$ cat config.mk
export PLATFORM = sky130hd
export DESIGN_NAME = pow2_gated_clkdiv
export DESIGN_NICKNAME = d
export VERILOG_FILES = /design/src/rtl/pow2_clkdiv_pkg.sv /design/src/rtl/pow2_startup_hold.sv /design/src/rtl/pow2_pdn_filter.sv /design/src/rtl/pow2_div_core.sv /design/src/rtl/pow2_bypass_gate.sv /design/src/rtl/pow2_gated_clkdiv.sv
export SDC_FILE = /design/constraint.sdc
export NUM_CORES = 1
export LEC_CHECK = 0
export CORE_UTILIZATION = 40
export DETAILED_ROUTE_END_ITERATION = 16
export DONT_BUFFER_PORTS = 1
export PLACE_DENSITY = 0.52
export SLEW_MARGIN = 20
export SYNTH_ARGS = -nofsm -noshare
export SYNTH_HDL_FRONTEND = slang
export SYNTH_SLANG_ARGS = --single-unit
$ cat constraint.sdc
create_clock -name clk_i -period 4.7 [get_ports clk_i]
set_input_delay 0.94 -clock clk_i [delete_from_list [all_inputs] [get_ports clk_i]]
set_output_delay 0.94 -clock clk_i [all_outputs]
set_load 0.01 [all_outputs]
$ cat src/rtl/pow2_clkdiv_pkg.sv
`timescale 1ns/1ps
package pow2_clkdiv_pkg;
   localparam int CTRL_W     = 8;
   localparam int EXP_FIELD  = 4;
   localparam int LOSEL_BIT  = 5;

   typedef logic [EXP_FIELD-1:0] exp_t;

   function automatic exp_t clamp_exp(input exp_t raw, input int max_exp);
      exp_t lim;
      lim = exp_t'(max_exp);
      return (raw > lim) ? lim : raw;
   endfunction
endpackage

$ cat src/rtl/pow2_startup_hold.sv
`timescale 1ns/1ps
module pow2_startup_hold #(
   parameter int CYCLES = 512
) (
   input  logic clk_i,
   input  logic rst_ni,
   output logic done_o
);
   generate
      if (CYCLES == 0) begin : g_none
         assign done_o = 1'b1;
      end else begin : g_count
         localparam int SW = $clog2(CYCLES + 1);
         localparam logic [SW-1:0] LAST = SW'(CYCLES);
         logic [SW-1:0] cnt_q;
         always_ff @(posedge clk_i or negedge rst_ni) begin
            if (!rst_ni)           cnt_q <= '0;
            else if (cnt_q != LAST) cnt_q <= cnt_q + SW'(1);
         end
         assign done_o = (cnt_q == LAST);
      end
   endgenerate
endmodule

$ cat src/rtl/pow2_pdn_filter.sv
`timescale 1ns/1ps
module pow2_pdn_filter
   import pow2_clkdiv_pkg::*;
#(
   parameter int MAX_EXP  = 8,
   parameter int DEGLITCH = 16
) (
   input  logic clk_i,
   input  logic rst_ni,
   input  logic pdn_i,
   input  exp_t exp_i,
   output logic pdn_act_o
);
   localparam int LW = $clog2((2 << MAX_EXP) + DEGLITCH + 1);

   logic [LW-1:0] limit;
   logic [LW-1:0] pcnt_q;

   // threshold: two output periods plus the deglitch window
   assign limit = (LW'(2) << exp_i) + LW'(DEGLITCH);

   always_ff @(posedge clk_i or negedge rst_ni) begin
      if (!rst_ni)            pcnt_q <= '0;
      else if (!pdn_i)        pcnt_q <= '0;
      else if (pcnt_q < limit) pcnt_q <= pcnt_q + LW'(1);
   end

   assign pdn_act_o = (pcnt_q >= limit);
endmodule

$ cat src/rtl/pow2_div_core.sv
`timescale 1ns/1ps
module pow2_div_core
   import pow2_clkdiv_pkg::*;
#(
   parameter int MAX_EXP = 8
) (
   input  logic               clk_i,
   input  logic               rst_ni,
   input  logic               run_i,
   input  logic               oe_i,
   input  exp_t               exp_i,
   output logic               div_o,
   output logic [MAX_EXP-1:0] cnt_o
);
   localparam int CW = MAX_EXP;

   logic [CW:0]   full;
   logic [CW-1:0] last;
   logic [CW-1:0] cnt_q;
   logic          div_q;
   logic          idle;

   assign full = (CW+1)'(1) << exp_i;
   assign last = CW'((full >> 1) - (CW+1)'(1));
   // parked: low, counter at zero, nobody asking for a clock
   assign idle = !div_q && (cnt_q == '0) && !oe_i;

   always_ff @(posedge clk_i or negedge rst_ni) begin
      if (!rst_ni) begin
         cnt_q <= '0;
         div_q <= 1'b0;
      end else if (!run_i) begin
         cnt_q <= '0;
         div_q <= 1'b0;
      end else if (idle) begin
         cnt_q <= '0;
      end else if (cnt_q == last) begin
         cnt_q <= '0;
         div_q <= ~div_q;
      end else begin
         cnt_q <= cnt_q + CW'(1);
      end
   end

   assign div_o = div_q;
   assign cnt_o = cnt_q;
endmodule

$ cat src/rtl/pow2_bypass_gate.sv
`timescale 1ns/1ps
module pow2_bypass_gate (
   input  logic clk_i,
   input  logic rst_ni,
   input  logic en_i,
   output logic clk_o
);
   logic gate_q;
   // updated on the falling edge only, so the AND never clips a high phase
   always_ff @(negedge clk_i or negedge rst_ni) begin
      if (!rst_ni) gate_q <= 1'b0;
      else         gate_q <= en_i;
   end
   assign clk_o = clk_i & gate_q;
endmodule

$ cat src/rtl/pow2_gated_clkdiv.sv
`timescale 1ns/1ps
module pow2_gated_clkdiv
   import pow2_clkdiv_pkg::*;
#(
   parameter int MAX_EXP        = 8,
   parameter int STARTUP_CYCLES = 512,
   parameter int DEGLITCH       = 16
) (
   input  logic              clk_i,
   input  logic              rst_ni,
   input  logic              oe_i,
   input  logic              pdn_i,
   input  logic [CTRL_W-1:0] ctrl_i,
   output logic              clk_o,
   output logic              drive_en_o
);
   generate
      if (MAX_EXP < 1 || MAX_EXP > 15) begin : g_bad_exp
         $error("MAX_EXP must lie in 1..15");
      end
      if (DEGLITCH < 0) begin : g_bad_dg
         $error("DEGLITCH must not be negative");
      end
      if (STARTUP_CYCLES < 0) begin : g_bad_st
         $error("STARTUP_CYCLES must not be negative");
      end
   endgenerate

   exp_t               exp_eff;
   logic               lo_drive;
   logic               start_done;
   logic               pdn_act;
   logic               run;
   logic               bypass;
   logic               div_q;
   logic [MAX_EXP-1:0] cnt_q;
   logic               byp_clk;
   logic               unused_ctrl;

   assign exp_eff     = clamp_exp(ctrl_i[EXP_FIELD-1:0], MAX_EXP);
   assign lo_drive    = ctrl_i[LOSEL_BIT];
   assign unused_ctrl = ^{ctrl_i[7:6], ctrl_i[4]};
   assign bypass      = (exp_eff == '0);
   assign run         = start_done && !pdn_act;

   pow2_startup_hold #(.CYCLES(STARTUP_CYCLES)) u_hold (
      .clk_i(clk_i), .rst_ni(rst_ni), .done_o(start_done));

   pow2_pdn_filter #(.MAX_EXP(MAX_EXP), .DEGLITCH(DEGLITCH)) u_pdn (
      .clk_i(clk_i), .rst_ni(rst_ni), .pdn_i(pdn_i),
      .exp_i(exp_eff), .pdn_act_o(pdn_act));

   pow2_div_core #(.MAX_EXP(MAX_EXP)) u_core (
      .clk_i(clk_i), .rst_ni(rst_ni), .run_i(run && !bypass),
      .oe_i(oe_i), .exp_i(exp_eff), .div_o(div_q), .cnt_o(cnt_q));

   pow2_bypass_gate u_byp (
      .clk_i(clk_i), .rst_ni(rst_ni),
      .en_i(run && bypass && oe_i), .clk_o(byp_clk));

   assign clk_o      = bypass ? byp_clk : div_q;
   assign drive_en_o = run || lo_drive;
endmodule

; ---- Yosys cells after proc, flatten, opt, wreduce, memory -nomap -nowiden
; Index checks and enable logic that the tools add are counted.
[word_totals]
register_bits = 30
in_bits = 12
output_inout_bits = 2
[op_classes]
addsub = 5
magnitude_cmp = 3
eq_ne = 6
n_shift = 2
n_mux = 10
n_bitwise = 2
reduce_logical = 14
[ops]
columns = cell, count
row1 = $mux 8, 3
row2 = $add 10x1->10 const B, 2
row3 = $mux 10, 2
row4 = $add 10x6->10 const B, 1
row5 = $eq 10x10->1 const B, 1
row6 = $ge 10x10->1, 1
row7 = $lt 10x10->1, 1
row8 = $ne 10x10->1 const B, 1
row9 = $shl 2x4->10 const A, 1
row10 = $shl 1x4->9 const A, 1
row11 = $add 8x1->8 const B, 1
row12 = $eq 8x8->1, 1
row13 = $logic_not 8->1, 1
row14 = $sub 8x1->8 const B, 1
row15 = $logic_and 1x1->1, 6
row16 = $gt 4x4->1 const B, 1
row17 = $logic_not 1->1, 4
row18 = $logic_not 4->1, 1
row19 = $mux 1, 4
row20 = $mux 4, 1
row21 = $ne 2x2->1 const B, 2
row22 = $ne 2x1->1 const B, 1
row23 = $reduce_and 2->1, 1
row24 = $and 1x1->1, 1
row25 = 2 further kinds, 2

; ---- Longest topological paths before layout
; Gate-level depths: netlist of the first run.
[depth]
ltp_word = 10
ltp_mapped = 14
mapped_depth_nobuf = 12

; ---- Hierarchy
; A second synthesis of the first run with hierarchy kept.
[hier_totals]
cells_unflattened = 242
area_unflattened_um2 = 2223.4
[modules_own_cells]
columns = mod, instances, cells_per_inst, area_each_um2
row1 = pow2_pdn_filter, 1, 91, 844.6
row2 = pow2_div_core, 1, 98, 787.0
row3 = pow2_startup_hold, 1, 41, 479.2
row4 = pow2_gated_clkdiv, 1, 10, 81.3
row5 = pow2_bypass_gate, 1, 2, 31.3

==> results of run 1 <==
[power groups by stage]
stage          Clock [uW]  Combinational, uW  Sequential [uW]
2_1_floorplan      0.0865               38.7              267
5_1_grt               350               49.9              264
4_1_cts               339               44.3              263
3_5_place_dp       0.0865               44.1              268
3_3_place_gp       0.0865               43.1              268
6_report              328               44.4              263
[cell type report]
cell class                 instances  area, um^2  share of cell area [%]
inverter                          13        48.8                    2.03
sequential                        30         751                    31.2
timing repair buffer              11        82.6                    3.44
clock buffer                       9         124                    5.15
multi-input combinational        168        1280                    53.4
clock inverter                     1        30.0                    1.25
tap                               67        83.8                    3.49
[metrics by stage]
stage,cell area (um^2),cells,worst slack (ps),TNS [ps],utilization (%)
5_1_grt,2400,299,0.806,0,49.9
3_5_place_dp,2240,289,-311,-311,46.4
6_report,2400,299,156,0,49.9
4_1_cts,2390,299,106,0,49.6
3_3_place_gp,2240,289,-265,-265,46.4
2_1_floorplan,2130,218,-380,-380,-
[worst max path at each step]
stage / startpoint / end / cells after the start
global route: ctrl_i[2] / u_byp.gate_q / 11
CTS: ctrl_i[2] / u_byp.gate_q / 11
global placement: ctrl_i[2] / u_byp.gate_q / 11
floorplan: ctrl_i[0] / u_byp.gate_q / 13
finish: ctrl_i[2] / u_byp.gate_q / 11
detailed placement: ctrl_i[2] / u_byp.gate_q / 11
[state kept, by name, indices dropped and copies added (netlist names)]
| register | count |
|---|---|
| u_core.cnt_o | 8 |
| u_hold.g_count.cnt_q | 10 |
| u_pdn.pcnt_q | 10 |
| u_core.div_o | 1 |
| u_byp.gate_q | 1 |
[worst max-delay path: cells and delay by family]
kind | cells | cell delay (ps)
buffers and inverters | 1 | 60
and+or+nand+nor | 6 | 680
adders and majority gates | 2 | 410
AOI/OAI and AO/OA | 1 | 370
xor gates and xnor gates | 1 | 150
[logic make-up (layout without fill, tap and decap cells)]
family	count (synthesis)	in the layout	synth area share, %
AND/OR/NAND/NOR	96	96	26.3
flip-flops	30	30	36.8
XOR/XNOR	28	28	12.0
AO/OA/AOI/OAI	26	26	10.1
buffers and inverters	20	34	3.80
adder cells (fa/ha/maj)	17	17	10.4
multiplexers	1	1	0.491
[metal layers]
layer  part of all wire, %  wire length (um)  vias to the layer above  track usage (%)
li1                      -                 -                      794                -
met1                    51              2060                      730             23.5
met2                    44              1780                       21             25.7
met3                   4.1               166                        5             6.45
met4                  0.99                40                        0             7.26
met5                     0                 0                        -                0
[layout by cell type, fill, tap and decap left out, drive strengths merged, types with 3 or more instances in the layout]
cell	instances
a21oi	5
and2	10
and3	9
buf	11
clkbuf	9
dfrtp	29
ha	17
inv	13
nand2	17
nand3	16
nand4	9
nor2	12
nor2b	3
nor3	3
o21ai	6
or4	3
xnor2	22
xor2	6
[repair_timing]
item | CTS | global route
hold buffers | 0 | 0
gates resized for setup | 0 | 3
setup endpoints to repair | 0 | 1
==> results by group, run 1 <==
Run status
  • Status: complete, no violations

Route
  • First drt pass iteration count: 4
  • Drt drc: 0
  • Total number of vias: 1550
  • WL final: 4.04 mm
  • Initial DRC count: 93
  • Routed WL per cell: 13.5 um
  • Antenna-violating nets left: 0
  • Vias per std cell: 5.18

Floorplan
  • Horiz. Die Dim: 73.4 um
  • Io pins: 14
  • Die area: 5390 um^2
  • Row count: 25
  • Die Y: between 70 and 80 um
  • Core box area: just under 5000 um^2
  • Initial core utilization: between 40% and 50%

Critical path
  • Endpoint class of the critical path: flop
  • R2R Path Start: u_hold.g_count.cnt_q[7]
  • Crit Path Max Fanout: 9
  • Data arrival time of the critical path: 2620 ps
  • Crit Path Class: primary input to flop
  • Crit path required time: 2770 ps
  • Worst-path cell chain: nor2_2 -> nand3_4 -> inv_2 -> ha_2 -> xor2_1 -> ha_1 -> nand4_1 -> nor3_2 -> a2111oi_4 -> nand2_2 -> nor2_1
  • FF-to-FF End: u_byp.gate_q
  • R2r setup slk: 450 ps
  • Worst path slowest cell: a2111oi_4
  • R2R depth: 5
  • CP max stage delay: 370 ps
  • Critical Path Start Type: primary input

Timing
  • Final setup violation count: 0
  • Slew Viols, Final: 0
  • Unrepaired setup endpoints after global routing: no
  • Worst Skew: 24.6 ps
  • Final hold violation count: 0
  • Slew headroom: 50.3%
  • Slew @ Worst Pin: 739 ps
  • Hold WS: about 240 ps

Clock network
  • Clk_lat worst skew: 400 ps
  • CTS tree: built
  • Clock Pin Slew Worst Setup and Hold Paths: 70 ps
  • Postcts setup bufs: 0

Pwr
  • P_sw: between 100 and 150 uW
  • Pwr Density: 265 nW/um^2
  • Leak: 0.00103 uW
  • Peak supply drop: roughly 160 uV
  • Power Total: around 640 uW
  • Clock power share: about half
  • Power share of the combinational group: 7.0%
  • Seq pwr share: 41.4%
  • Pint: 506 uW
  • Sw frac: 20.4%

Yosys
  • Post-synth EDFFs: 0
  • Synth Cell Area: 2040 um^2
  • Syn_nets: 247
  • Netlist cell types: 45
  • Post-synthesis cell count: 218
  • Synth Flop Type: dfrtp_1
  • Seq cells post-synth: 30
  • Post-synth top area share: 35.6%
  • Syn Area/Cell: 9.36 um^2
  • Ys Warns: 0
  • Top-count cell post-synth: dfrtp_1
  • Commonest cells post-synth: dfrtp_1, xnor2_1, ha_1, nand2_1, nand3_1
  • Synth area leaders: dfrtp_1, ha_1, xnor2_1
  • Sequential area share after synthesis: approximately 37%
  • Async S/R FF share, synth: 100%
  • Largest area contributor in the netlist: dfrtp_1

Cells and area
  • Layout cells sized above 1: 16.4%
  • N_diodes: 0
  • Area Overhead vs Synth: 17.9%
  • Nets@finish: 261
  • Fillers: 471

Global routing
  • Largest net degree at the start of global routing: 31
  • Initial antenna violation count: 0
  • GRT Residual Overflow: 0
  • First-pass GRT wire length: ~7 mm
  • Global-route usage over all layers: 17.6%
  • Vias in the first global route: 1498

Placed design
  • Dpl hpwl: 3.04 mm
  • RePlAce Congestion: approximately 0.77
  • Number of port buffers: 0

Min path
  • Hold Crit Class: primary input to asynchronous set/reset pin

Flow run
  • Max-cap violation count: 0
(Power assumes the default switching activity.)
==> run 2: changes to the inputs <==
Settings changed: CORE_MARGIN set to 4.
==> run 2 against run 1 <==
Clock-buffer cell count stayed put. Cell count rose by 0.33%. Non-clock buffer count unchanged. Combinational power is essentially flat. Power grew 9.7%. Sequential share of layout area down 0.31 points. Critical path type unchanged. Critical path depth did not move. Design area grew 0.99%. Worst hold slack worse by 3.6 ps. Worst setup slack gained 14 ps. Via count is 5.0% higher. Wire length up 7.0%.
==> results by group, run 2 (same netlist as run 1, synthesis figures left out) <==
Run status
  • Status: complete, no violations

Pwr
  • Leak: 0.00104 uW
  • Peak supply drop: 182 uV
  • Pwr Density: 287 nW/um^2
  • Power Total: roughly 700 uW

Critical path
  • Crit path required time: 2610 ps
  • Worst-path cell chain: nor2b_4 -> nand2_1 -> inv_1 -> ha_2 -> xor2_1 -> ha_1 -> nand4_1 -> nor3_1 -> a2111oi_4 -> nand2_2 -> nor2_1
  • Kind of cell adding the most delay to the critical path: simple AND/OR/NAND/NOR gates
  • Critical Path Start Type: primary input
  • Crit Path Max Fanout: 9
  • Data arrival time of the critical path: 2440 ps
  • Buffers and inverters on the worst path: 1
  • Worst path slowest cell: nor3_1
  • Endpoint class of the critical path: flop
  • CP max stage delay: between 300 and 400 ps
  • Crit Path Class: primary input to flop

Floorplan
  • Initial core utilization: 42.3%
  • Row count: 25
  • Horiz. Die Dim: 79.4 um
  • Core box area: 4820 um^2
  • Die Y: 79.4 um
  • Die area: around 6300 um^2
  • Io pins: 14

Timing
  • Final WS setup: 170 ps
  • Slew @ Worst Pin: 738 ps
  • Final setup violation count: 0
  • Final hold violation count: 0
  • Slew headroom: 50.3%
  • Worst Skew: 25.9 ps
  • Slew Viols, Final: 0
  • Unrepaired setup endpoints after global routing: no

Global routing
  • Vias in the first global route: 1677
  • First-pass GRT wire length: 7.60 mm
  • Initial antenna violation count: 0
  • Global-route usage over all layers: around 16%
  • Largest net degree at the start of global routing: 31
  • GRT Residual Overflow: 0

Placed design
  • Number of port buffers: 0
  • RePlAce Congestion: 0.845
  • Dpl hpwl: 3.33 mm
  • Dpl ws: -272 ps

Clock network
  • Clk_lat worst skew: 400 ps
  • # hold bufs at CTS: 0
  • CTS tree: built
  • Clock Pin Slew Worst Setup and Hold Paths: 70 ps

Min path
  • Hold Crit Class: primary input to asynchronous set/reset pin

Cells and area
  • N_diodes: 0
  • Multi-input gate area: between 1000 and 1500 um^2
  • Commonest non-fill, non-tap cell in the layout: dfrtp_1
  • Reg area: 751 um^2
  • Fillers: 469
  • Nets@finish: 261
  • Layout cells sized above 1: 15.9%
  • Most frequent cells in the layout: dfrtp_1, xnor2_1, nand2_1
  • Area Overhead vs Synth: 19.0%

Route
  • Total number of vias: 1627
  • Initial DRC count: 75
  • WL final: 4.32 mm
  • Vias per std cell: 5.42
  • Drt drc: 0
  • Routed WL per cell: 14.4 um
  • Antenna-violating nets left: 0
  • First drt pass iteration count: 4

Flow run
  • Max-cap violation count: 0
[run 2: changes by cell type in the layout (fill, tap and decap cells not counted)]
cell / change
a21oi_1: +1
nor4b_2: +1
nor3_1: +1
a21oi_2: -1
bufinv_16: +1
o21ai_1: +1
nor4b_1: -1
nor3_2: -1
o21ai_2: -1
[run 2: area by class of cell]
| cell class | instances | share of cell area, % |
|---|---|---|
| flip-flops and latches | 30 | 30.9 |
| clock inverters | 2 | 2.47 |
| well taps | 67 | 3.45 |
| multi-input cells | 168 | 52.6 |
| repair buffers | 11 | 3.40 |
| inverters | 13 | 2.01 |
| clock buffers | 9 | 5.10 |
[run 2: through the flow]
step / area [um^2] / hold slack, ps / util, % / setup TNS (ps) / std cells
floorplan: 2130 / 446 / - / -380 / 218
global placement: 2240 / 466 / 46.4 / -254 / 289
detailed placement: 2240 / 482 / 46.4 / -272 / 289
CTS: 2420 / 229 / 50.3 / 0 / 300
global route: 2430 / 225 / 50.4 / 0 / 300
finish: 2430 / 239 / 50.4 / 0 / 300
[run 2: final timing paths]
kind,to,depth (start not counted),slack [ps],startpoint
worst max-delay path,u_byp.gate_q,11,170,ctrl_i[2]
worst max register to register,u_byp.gate_q,5,470,u_hold.g_count.cnt_q[7]
worst min register to register,u_hold.g_count.cnt_q[8],1,490,u_hold.g_count.cnt_q[8]
worst min-delay path,u_core.cnt_o[2],0,240,rst_ni
min in group clk_i,u_hold.g_count.cnt_q[8],1,490,u_hold.g_count.cnt_q[8]
max in group asynchronous,u_byp.gate_q,0,2140,rst_ni
[run 2: power by group]
group / internal [uW] / switching, uW / leakage, uW / total (uW)
clock: 280 / 110 / 0.000101 / 390
combinational: 21.6 / 22.6 / 0.000539 / 44.1
sequential: 261 / 2.74 / 0.000402 / 264
[run 2: metal layers]
| layer | part of all wire [%] | track usage, % |
|---|---|---|
| met5 | 0 | 0 |
| met4 | 1.1 | 5.67 |
| met3 | 3.7 | 5.08 |
| met2 | 48 | 25.1 |
| met1 | 47 | 19.7 |
[run 2: what timing repair did]
action	in CTS	in global routing
resized for setup	0	1
buffers inserted	0	0
setup endpoints to repair	0	1
